==> src/rtl/lane_bridge_pkg.sv <==
package lane_bridge_pkg;

  typedef enum logic [1:0] {
    DIR_NONE  = 2'd0,
    DIR_N2W   = 2'd1,
    DIR_W2N   = 2'd2,
    DIR_CLASH = 2'd3
  } dir_e;

  function automatic dir_e dir_decode(input logic n2w, input logic w2n);
    case ({w2n, n2w})
      2'b01:   return DIR_N2W;
      2'b10:   return DIR_W2N;
      2'b11:   return DIR_CLASH;
      default: return DIR_NONE;
    endcase
  endfunction

endpackage

==> src/rtl/lane_a0_track.sv <==
module lane_a0_track (
  input  logic clk,
  input  logic rst,
  input  logic uds_n,
  input  logic lds_n,
  output logic a0_eff
);

  logic held_q;
  logic a0_q;
  logic any_strobe;

  assign any_strobe = !(uds_n && lds_n);

  always_ff @(posedge clk) begin
    if (rst) begin
      held_q <= 1'b0;
      a0_q   <= 1'b1;
    end else if (!any_strobe) begin
      held_q <= 1'b0;
    end else if (!held_q) begin
      held_q <= 1'b1;
      a0_q   <= uds_n;
    end
  end

  // first strobe edge takes the live level, later edges reuse the capture
  assign a0_eff = held_q ? a0_q : uds_n;

  AST_A0_HELD: assert property (@(posedge clk) disable iff (rst)
    (held_q && any_strobe) |=> $stable(a0_q));

endmodule

==> src/rtl/lane_host_path.sv <==
module lane_host_path
  import lane_bridge_pkg::*;
#(
  parameter int ADDR_W   = 8,
  parameter int NARROW_W = 8,
  parameter int LANES    = 2
) (
  input  logic                         clk,
  input  logic                         rst,
  input  logic                         active,
  input  dir_e                         dir,
  input  logic [ADDR_W-2:0]            haddr,
  input  logic [NARROW_W*LANES-1:0]    hwdata,
  input  logic                         a0,
  input  logic [NARROW_W-1:0]          prdata,
  output logic [ADDR_W-1:0]            p_addr,
  output logic [NARROW_W-1:0]          p_wdata,
  output logic                         p_wdata_oe,
  output logic                         p_rd_n,
  output logic                         p_wr_n,
  output logic [NARROW_W*LANES-1:0]    h_rdata,
  output logic                         h_rdata_oe
);

  localparam int WIDE_W = NARROW_W * LANES;

  logic [WIDE_W-1:0]   rd_dup;
  logic [NARROW_W-1:0] wr_lane;

  for (genvar g = 0; g < LANES; g++) begin : g_dup
    assign rd_dup[g*NARROW_W +: NARROW_W] = prdata;
  end

  // a0 = 0 selects the upper lane, a0 = 1 the lower lane
  assign wr_lane = a0 ? hwdata[NARROW_W-1:0] : hwdata[WIDE_W-1 -: NARROW_W];

  always_ff @(posedge clk) begin
    if (rst) begin
      p_addr     <= '0;
      p_wdata    <= '0;
      p_wdata_oe <= 1'b0;
      p_rd_n     <= 1'b1;
      p_wr_n     <= 1'b1;
      h_rdata    <= '0;
      h_rdata_oe <= 1'b0;
    end else begin
      p_addr     <= '0;
      p_wdata    <= '0;
      p_wdata_oe <= 1'b0;
      p_rd_n     <= 1'b1;
      p_wr_n     <= 1'b1;
      h_rdata    <= '0;
      h_rdata_oe <= 1'b0;
      if (active && dir == DIR_W2N) begin
        p_addr     <= {haddr, a0};
        p_wdata    <= wr_lane;
        p_wdata_oe <= 1'b1;
        p_wr_n     <= 1'b0;
      end else if (active && dir == DIR_N2W) begin
        p_addr     <= {haddr, a0};
        p_rd_n     <= 1'b0;
        h_rdata    <= rd_dup;
        h_rdata_oe <= 1'b1;
      end
    end
  end

  AST_PADDR_HI: assert property (@(posedge clk) disable iff (rst)
    (!p_wr_n || !p_rd_n) |-> p_addr[ADDR_W-1:1] == $past(haddr));

  AST_EVEN_UPPER: assert property (@(posedge clk) disable iff (rst)
    (!p_wr_n && !p_addr[0]) |-> p_wdata == $past(hwdata[WIDE_W-1 -: NARROW_W]));

  AST_ODD_LOWER: assert property (@(posedge clk) disable iff (rst)
    (!p_wr_n && p_addr[0]) |-> p_wdata == $past(hwdata[NARROW_W-1:0]));

  AST_RD_DUP: assert property (@(posedge clk) disable iff (rst)
    h_rdata_oe |-> h_rdata[WIDE_W-1 -: NARROW_W] == h_rdata[NARROW_W-1:0]);

endmodule

==> src/rtl/lane_master_path.sv <==
module lane_master_path
  import lane_bridge_pkg::*;
#(
  parameter int ADDR_W   = 8,
  parameter int NARROW_W = 8,
  parameter int LANES    = 2
) (
  input  logic                         clk,
  input  logic                         rst,
  input  logic                         active,
  input  dir_e                         dir,
  input  logic [ADDR_W-1:0]            maddr,
  input  logic [NARROW_W-1:0]          mwdata,
  input  logic [NARROW_W*LANES-1:0]    wrdata,
  output logic [ADDR_W-2:0]            w_addr,
  output logic [NARROW_W*LANES-1:0]    w_wdata,
  output logic                         w_wdata_oe,
  output logic                         w_rd_n,
  output logic                         w_uwr_n,
  output logic                         w_lwr_n,
  output logic [NARROW_W-1:0]          m_rdata,
  output logic                         m_rdata_oe
);

  localparam int WIDE_W = NARROW_W * LANES;

  logic [WIDE_W-1:0]   wr_dup;
  logic [NARROW_W-1:0] rd_lane;

  for (genvar g = 0; g < LANES; g++) begin : g_dup
    assign wr_dup[g*NARROW_W +: NARROW_W] = mwdata;
  end

  assign rd_lane = maddr[0] ? wrdata[NARROW_W-1:0] : wrdata[WIDE_W-1 -: NARROW_W];

  always_ff @(posedge clk) begin
    if (rst) begin
      w_addr     <= '0;
      w_wdata    <= '0;
      w_wdata_oe <= 1'b0;
      w_rd_n     <= 1'b1;
      w_uwr_n    <= 1'b1;
      w_lwr_n    <= 1'b1;
      m_rdata    <= '0;
      m_rdata_oe <= 1'b0;
    end else begin
      w_addr     <= '0;
      w_wdata    <= '0;
      w_wdata_oe <= 1'b0;
      w_rd_n     <= 1'b1;
      w_uwr_n    <= 1'b1;
      w_lwr_n    <= 1'b1;
      m_rdata    <= '0;
      m_rdata_oe <= 1'b0;
      if (active && dir == DIR_N2W) begin
        w_addr     <= maddr[ADDR_W-1:1];
        w_wdata    <= wr_dup;
        w_wdata_oe <= 1'b1;
        w_uwr_n    <= maddr[0];
        w_lwr_n    <= !maddr[0];
      end else if (active && dir == DIR_W2N) begin
        w_addr     <= maddr[ADDR_W-1:1];
        w_rd_n     <= 1'b0;
        m_rdata    <= rd_lane;
        m_rdata_oe <= 1'b1;
      end
    end
  end

  AST_UPPER_STROBE_EVEN: assert property (@(posedge clk) disable iff (rst)
    !w_uwr_n |-> (!$past(maddr[0]) && w_lwr_n));

  AST_LOWER_STROBE_ODD: assert property (@(posedge clk) disable iff (rst)
    !w_lwr_n |-> ($past(maddr[0]) && w_uwr_n));

  AST_MRD_LOWER: assert property (@(posedge clk) disable iff (rst)
    (m_rdata_oe && $past(maddr[0])) |-> m_rdata == $past(wrdata[NARROW_W-1:0]));

  AST_MRD_UPPER: assert property (@(posedge clk) disable iff (rst)
    (m_rdata_oe && !$past(maddr[0])) |-> m_rdata == $past(wrdata[WIDE_W-1 -: NARROW_W]));

endmodule

==> src/rtl/lane_bridge.sv <==
module lane_bridge
  import lane_bridge_pkg::*;
#(
  parameter int ADDR_W   = 8,
  parameter int NARROW_W = 8
) (
  input  logic                    clk,
  input  logic                    rst,
  input  logic                    host_owner,
  input  logic                    dir_n2w,
  input  logic                    dir_w2n,
  input  logic [ADDR_W-2:0]       h_addr,
  input  logic [2*NARROW_W-1:0]   h_wdata,
  input  logic                    h_uds_n,
  input  logic                    h_lds_n,
  output logic [2*NARROW_W-1:0]   h_rdata,
  output logic                    h_rdata_oe,
  output logic [ADDR_W-1:0]       p_addr,
  output logic [NARROW_W-1:0]     p_wdata,
  output logic                    p_wdata_oe,
  input  logic [NARROW_W-1:0]     p_rdata,
  output logic                    p_rd_n,
  output logic                    p_wr_n,
  input  logic                    m_sel,
  input  logic [ADDR_W-1:0]       m_addr,
  input  logic [NARROW_W-1:0]     m_wdata,
  output logic [NARROW_W-1:0]     m_rdata,
  output logic                    m_rdata_oe,
  output logic [ADDR_W-2:0]       w_addr,
  output logic [2*NARROW_W-1:0]   w_wdata,
  output logic                    w_wdata_oe,
  input  logic [2*NARROW_W-1:0]   w_rdata,
  output logic                    w_rd_n,
  output logic                    w_uwr_n,
  output logic                    w_lwr_n,
  output logic                    dir_err
);

  localparam int LANES = 2;

  dir_e dir;
  logic a0_eff;
  logic host_act;
  logic mst_act;

  assign dir      = dir_decode(dir_n2w, dir_w2n);
  assign host_act = host_owner && !(h_uds_n && h_lds_n);
  assign mst_act  = !host_owner && m_sel;

  lane_a0_track u_a0 (
    .clk    (clk),
    .rst    (rst),
    .uds_n  (h_uds_n),
    .lds_n  (h_lds_n),
    .a0_eff (a0_eff)
  );

  lane_host_path #(
    .ADDR_W   (ADDR_W),
    .NARROW_W (NARROW_W),
    .LANES    (LANES)
  ) u_host (
    .clk        (clk),
    .rst        (rst),
    .active     (host_act),
    .dir        (dir),
    .haddr      (h_addr),
    .hwdata     (h_wdata),
    .a0         (a0_eff),
    .prdata     (p_rdata),
    .p_addr     (p_addr),
    .p_wdata    (p_wdata),
    .p_wdata_oe (p_wdata_oe),
    .p_rd_n     (p_rd_n),
    .p_wr_n     (p_wr_n),
    .h_rdata    (h_rdata),
    .h_rdata_oe (h_rdata_oe)
  );

  lane_master_path #(
    .ADDR_W   (ADDR_W),
    .NARROW_W (NARROW_W),
    .LANES    (LANES)
  ) u_mst (
    .clk        (clk),
    .rst        (rst),
    .active     (mst_act),
    .dir        (dir),
    .maddr      (m_addr),
    .mwdata     (m_wdata),
    .wrdata     (w_rdata),
    .w_addr     (w_addr),
    .w_wdata    (w_wdata),
    .w_wdata_oe (w_wdata_oe),
    .w_rd_n     (w_rd_n),
    .w_uwr_n    (w_uwr_n),
    .w_lwr_n    (w_lwr_n),
    .m_rdata    (m_rdata),
    .m_rdata_oe (m_rdata_oe)
  );

  always_ff @(posedge clk) begin
    if (rst) dir_err <= 1'b0;
    else     dir_err <= (dir == DIR_CLASH);
  end

  AST_CLASH_QUIET: assert property (@(posedge clk) disable iff (rst)
    dir_err |-> !(p_wdata_oe || h_rdata_oe || w_wdata_oe || m_rdata_oe));

  AST_CLASH_STROBES: assert property (@(posedge clk) disable iff (rst)
    dir_err |-> (p_rd_n && p_wr_n && w_rd_n && w_uwr_n && w_lwr_n));

  AST_ONE_SIDE: assert property (@(posedge clk) disable iff (rst)
    (p_wdata_oe || h_rdata_oe) |-> !(w_wdata_oe || m_rdata_oe));

  AST_HOST_NEEDS_DIR: assert property (@(posedge clk) disable iff (rst)
    (!p_wr_n || !p_rd_n) |-> ($past(dir_n2w) != $past(dir_w2n)));

endmodule

==> config.mk <==
export PLATFORM = sky130hd
export DESIGN_NAME = lane_bridge
export DESIGN_NICKNAME = d
export VERILOG_FILES = /design/src/rtl/lane_bridge_pkg.sv /design/src/rtl/lane_a0_track.sv /design/src/rtl/lane_host_path.sv /design/src/rtl/lane_master_path.sv /design/src/rtl/lane_bridge.sv
export SDC_FILE = /design/constraint.sdc
export NUM_CORES = 1
export LEC_CHECK = 0
export ABC_AREA = 0
export CAP_MARGIN = 15
export CELL_PAD_IN_SITES_DETAIL_PLACEMENT = 2
export CELL_PAD_IN_SITES_GLOBAL_PLACEMENT = 2
export CORE_UTILIZATION = 18
export CTS_BUF_LIST = sky130_fd_sc_hd__clkbuf_4 sky130_fd_sc_hd__clkbuf_8
export CTS_CLUSTER_DIAMETER = 30
export CTS_CLUSTER_SIZE = 28
export DETAILED_ROUTE_END_ITERATION = 7
export PLACE_DENSITY = 0.85
export SLEW_MARGIN = 20
export SYNTH_ARGS = -nofsm -noshare
export SYNTH_HDL_FRONTEND = slang
export SYNTH_HIERARCHICAL = 1
export SYNTH_SLANG_ARGS = --single-unit
==> constraint.sdc <==
create_clock -name clk -period 1.2 [get_ports clk]
set_input_delay 0.12 -clock clk [delete_from_list [all_inputs] [get_ports clk]]
set_output_delay 0.12 -clock clk [all_outputs]
set_load 0.03 [all_outputs]
[Yosys cells after proc, flatten, opt, wreduce, memory -nomap -nowiden]
Cells that the tools add are included.
Word-level totals
  register bits: 75
  input bits: 71
  output and inout port bits: 73
  word-level logic and storage cells: 60
Operators by class
  eq/ne operators: 6
  mux-type cells: 16
  bitwise logic cells: 4
  reduce and logical (&&, ||, !) cells: 16
Operators with widths (count)
  $mux W8: 4
  $mux W7: 2
  $mux W1: 9
  $eq A2 B2 Y1 const B: 4
  $reduce_or A2 Y1: 4
  $logic_and A1 B1 Y1: 7
  $pmux W2 S3: 1
  $reduce_or A3 Y1: 2
  $eq A2 B1 Y1 const B: 2
  $not A1 Y1: 4
  $logic_not A1 Y1: 3

[Longest topological paths before layout]
Gate-level depths: netlist of the first run.
  depth in word-level cells: 6
  depth in mapped cells: 4
  mapped depth without buffers: 3

[Hierarchy]
Netlist of the first run, hierarchy kept.
Modules (own cells, without submodules)
  lane_host_path: instances 1, cells an instance 76, area each 962.2 um^2, sequential area each 560.5 um^2
  lane_master_path: instances 1, cells an instance 76, area each 955.9 um^2, sequential area each 560.5 um^2
  lane_a0_track: instances 1, cells an instance 7, area each 75.1 um^2, sequential area each 40.0 um^2
  lane_bridge: instances 1, cells an instance 6, area each 53.8 um^2, sequential area each 20.0 um^2

[Least setup slack after synthesis of the first run]
No wires, ideal clock.
  path kind: flip-flop to flip-flop
  start: register u_a0.held_q
  end: register u_host.p_addr[0]
  library setup time: 0.118 ns
  arrival: 1.087 ns
  required time: 1.082 ns
  slack: -0.004 ns
  stages on the path, launching flop included: 4
  buffers on the path: 1
  clock period less this slack: 1.204 ns
  path through: dfxtp_1 > mux2_1 > clkbuf_2 > and4bb_2
On the way
  word-level cells in the longest chain between the ends: 3
Ends and longest elaborated chain
  start, declared: RTL line lane_a0_track.sv:9  | logic held_q;
  start signal, assigned: RTL line lane_a0_track.sv:17  | held_q <= 1'b0;
  start signal, assigned: RTL line lane_a0_track.sv:20  | held_q <= 1'b0;
  start signal, assigned: RTL line lane_a0_track.sv:22  | held_q <= 1'b1;
  $mux W1 *: RTL line lane_a0_track.sv:28  | assign a0_eff = held_q ? a0_q : uds_n;
  via a0_eff: RTL line lane_bridge.sv:42  | logic a0_eff;
  $mux W8: RTL line lane_host_path.sv:59  | end else if (active && dir == DIR_N2W) begin
  $mux W8 *: RTL line lane_host_path.sv:54  | if (active && dir == DIR_W2N) begin
  end signal, assigned: RTL line lane_host_path.sv:55  | p_addr <= {haddr, a0};
  end signal, assigned: RTL line lane_host_path.sv:60  | p_addr <= {haddr, a0};
  end, declared: RTL line lane_host_path.sv:16  | output logic [ADDR_W-1:0] p_addr,
Mark *: on every way through the listed nets, which the timed path passes. The rest lies on a longest branch.
A chain may end at the register's enable or synchronous reset.

[Worst setup path after layout of the first run]
  start: register u_mst.w_wdata[13]
  end: output w_wdata[13]
RTL lines
  start, declared: RTL line lane_master_path.sv:16  | output logic [NARROW_W*LANES-1:0] w_wdata,
  start signal, assigned: RTL line lane_master_path.sv:57  | w_wdata <= wr_dup;
  end, declared: RTL line lane_bridge.sv:30  | output logic [2*NARROW_W-1:0] w_wdata,
No word-level cell between the ends.

==> run_results.csv, run 1 <==
group,metric,value,unit
timing,finClkSkew,0.00606,ns
timing,setup_viol,0,
die,die_h,109,µm
critical_path,crit_fanout,2,
synthesis,yosysMostFrequentCell,"dfxtp_1",
grt,grt_usage,11.6,%
finish,finalNetCount,384,
timing,worst_pin_slew,0.359,ns
routing,vias,1774,
synthesis,synthAdderAreaFrac,0,%
synthesis,synth.area.mux_share,8.37,%
routing,avgRoutedWirePerCell,14.6,µm
grt,grt_first_pass_wirelength,9.94,mm
cts,cts_setup_buffers,0,
placed_design,hpwl,5.37,mm
finish,layout-drive-gt1-share,30.1,%
timing,rsz0062_at_grt,"true",
routing,drcViolationCount,0,
routing,dr.pass1.iters,3,
timing,finalCritPeriodShare,96.9,%
critical_path,r2r_cells,4,
synthesis,ys.flop_type,"dfxtp_1",
synthesis,async_flop_share,0,%
finish,fillers,1183,
placed_design,portBuffers,143,
synthesis,avgSynthCellArea,12.4,µm²
routing,drtIter0Drc,21,
critical_path,arrival,1.04,ns
critical_path,cp-end-kind,"output port",
cts,tritoncts,"done",
pwr,p_per_area,1120,nW/µm²
synthesis,netlist_area,2050,µm²
routing,vias_per_cell,3.89,
critical_path,cp.depth,1,
critical_path,cp.required,1.08,ns
grt,antenna_found_initial,0,
die,placementRows,38,
grt,gr-total-overflow,0,
synthesis,synth-simple-area-share,23.0,%
finish,seq_area,1180,µm²
cts,cts.sinks,59,
critical_path,critPathTopFamily,"buffers and inverters",
synthesis,yosysUniqueCellTypes,23,
grt,met1_usage,11.1,%
die,chipWidth,109,µm
cts,cts.clk_slew.worst_paths,0.06,ns
synthesis,synth.top_cell.area_share,57.7,%
finish,fin_util,34.3,%
pwr,ir_drop,440,µV
grt,grt_max_degree,12,
cts,cts-root-buf,"clkbuf_8",
die,ios,144,
timing,worst_slew_margin_rel,76.0,%
cts,cts_made_buffers,9,
finish,multiInputGateArea,699,µm²
timing,final_max_slew_viol_count,0,
synthesis,seq_area_frac_synth,57.7,%
finish,num_antenna_cells,0,
timing,hold_violations,0,
critical_path,cpMaxStageDelayCell,"dlygate4sd2_1",
synthesis,synth_seq_cells,59,
finish,area_growth_syn_to_layout,84.2,%
critical_path,crit_path_max_incr_delay,0.40,ns
cts,clk_latency,0.33,ns
synthesis,postSynthCellCount,165,
synthesis,synth-compound-area-share,1.22,%
synthesis,synth_area_leader_cell,"dfxtp_1",
placed_design,dp_slack,-0.394,ns
critical_path,startpoint_type,"register",
cts,h-tree-depth,3,
timing,post-route-worst-setup-slack,0.0369,ns
critical_path,crit_buf_inv,1,
worst_hold_path,hold_path.class,"in2reg",
worst_hold_path,hold_depth,2,
flow_run,drv_cap,0,
cts,clockBufferDepth,2,
synthesis,ys_warn_count,6,
critical_path,crit_type,"reg2out",
synthesis,synth_top_family_by_area,"simple AND/OR/NAND/NOR gates",
grt,grt_busiest_layer,"met2",
die,core-area,11000,µm²
grt,grtUsageMet2,21.8,%
outcome,status,"finished clean",
critical_path,path_cells,"dlygate4sd2_1",
timing,tns,0,ns
die,dieArea,11800,µm²
routing,ant_nets,0,
die,start_util,18.6,%
pwr,power,0.00422,W
timing,max_freq,860,MHz
routing,routed_wl,6.67,mm
synthesis,synth_area_leaders,"dfxtp_1 58%, and4bb_2 9.2%, mux2i_1 7.8%, and2_4 6.8%, buf_4 5.9%",
grt,use_met3,4.90,%
synthesis,syn-num-nets,236,
synthesis,synth.top_cells.by_count,"59 x dfxtp_1, 17 x nor2_1, 16 x and2_4, 16 x buf_4, 16 x mux2i_1",
grt,first_global_vias,1892,
timing,fin_crit,1.16,ns
synthesis,synth_enable_flop_cells,0,
placed_design,gp_congestion,0.607,
synthesis,synth-xor-area-share,0.856,%
pwr,p_leak,1.67,nW
final cells by class:
cell class,count,share of cell area [%]
sequential,59,31.4
timing repair buffer,161,40.7
clock buffer,11,4.01
clock inverter,3,0.398
inverter,3,0.299
multi-input combinational,79,18.5
tap,140,4.64
timing repair:
item	CTS	global route
gates resized for setup	114	40
hold buffers	0	0
setup endpoints to repair	93	45
flip-flops by register name (all words and copies together) (netlist names):
register	cells
u_host/h_rdata	8
u_host/p_addr	8
u_host/p_wdata	8
u_mst/m_rdata	8
u_mst/w_wdata	8
u_mst/w_addr	7
dir_err	1
u_a0/a0_q	1
u_a0/held_q	1
u_host/h_rdata_oe	1
u_host/p_rd_n	1
u_host/p_wdata_oe	1
u_host/p_wr_n	1
u_mst/m_rdata_oe	1
u_mst/w_lwr_n	1
u_mst/w_rd_n	1
u_mst/w_uwr_n	1
u_mst/w_wdata_oe	1
routing by layer:
layer  routed length [µm]  up-vias  part of all wire (%)
li1                     -      829                     -
met1                 2390      838                    36
met2                 3540       97                    53
met3                  646       10                   9.7
met4                   95        0                   1.4
met5                    0        -                     0
power breakdown:
part,leakage (nW),switching (W),internal (W)
clock,0.0908,0.000751,0.000828
combinational,1.10,0.000238,0.000387
sequential,0.478,0.0000150,0.00200
cells in the final DEF, fill, tap and decap left out, drive strengths merged:
cell type / netlist / layout
and2: 16 / 16
and4bb: 17 / 17
mux2: 1 / 1
nand2b: 1 / 1
and3b: 1 / 1
mux2i: 16 / 16
nand4bb: 2 / 2
xnor2: 2 / 2
clkdlybuf4s15: 0 / 35
clkinv: 0 / 3
a21oi: 1 / 1
buf: 20 / 20
nand2: 1 / 1
clkbuf: 4 / 28
or3: 1 / 1
nor2b: 1 / 1
inv: 3 / 3
clkdlybuf4s50: 0 / 69
o31a: 1 / 1
dlygate4sd2: 0 / 20
a21boi: 1 / 1
dfxtp: 59 / 59
nor2: 17 / 17
final timing paths:
check / slack, ns / endpoint / from
worst max-delay path: 0.04 / w_wdata[13] / u_mst/w_wdata[13]
worst min-delay path: 0.35 / dir_err / dir_n2w
worst max register to register: 0.06 / u_host/p_wdata[0] / u_a0/held_q
worst min register to register: 0.50 / u_a0/a0_q / u_a0/a0_q
cells by family after synthesis:
kind of cell,count (synthesis)
compound gates,3
flops,59
buf+inv,27
xor+xnor,2
mux,17
simple gates,57
per-stage QoR:
step / cell area [µm²] / hold WS, ns / instances
floorplan: 2050 / 0.189 / 165
detailed placement: 3690 / 0.483 / 442
global placement: 3690 / 0.456 / 442
CTS: 3820 / 0.330 / 456
global route: 3770 / 0.347 / 456
finish: 3770 / 0.350 / 456
(Power assumes the default switching activity.)
==> run 2: changes to the inputs <==
--- a/config.mk
+++ b/config.mk
@@ -11,7 +11,6 @@
 export CELL_PAD_IN_SITES_GLOBAL_PLACEMENT = 2
 export CORE_UTILIZATION = 18
 export CTS_BUF_LIST = sky130_fd_sc_hd__clkbuf_4 sky130_fd_sc_hd__clkbuf_8
-export CTS_CLUSTER_DIAMETER = 30
 export CTS_CLUSTER_SIZE = 28
 export DETAILED_ROUTE_END_ITERATION = 7
 export PLACE_DENSITY = 0.85
==> results of run 2 <==
Final layout, timing and power as in run 1 (identical DEF).
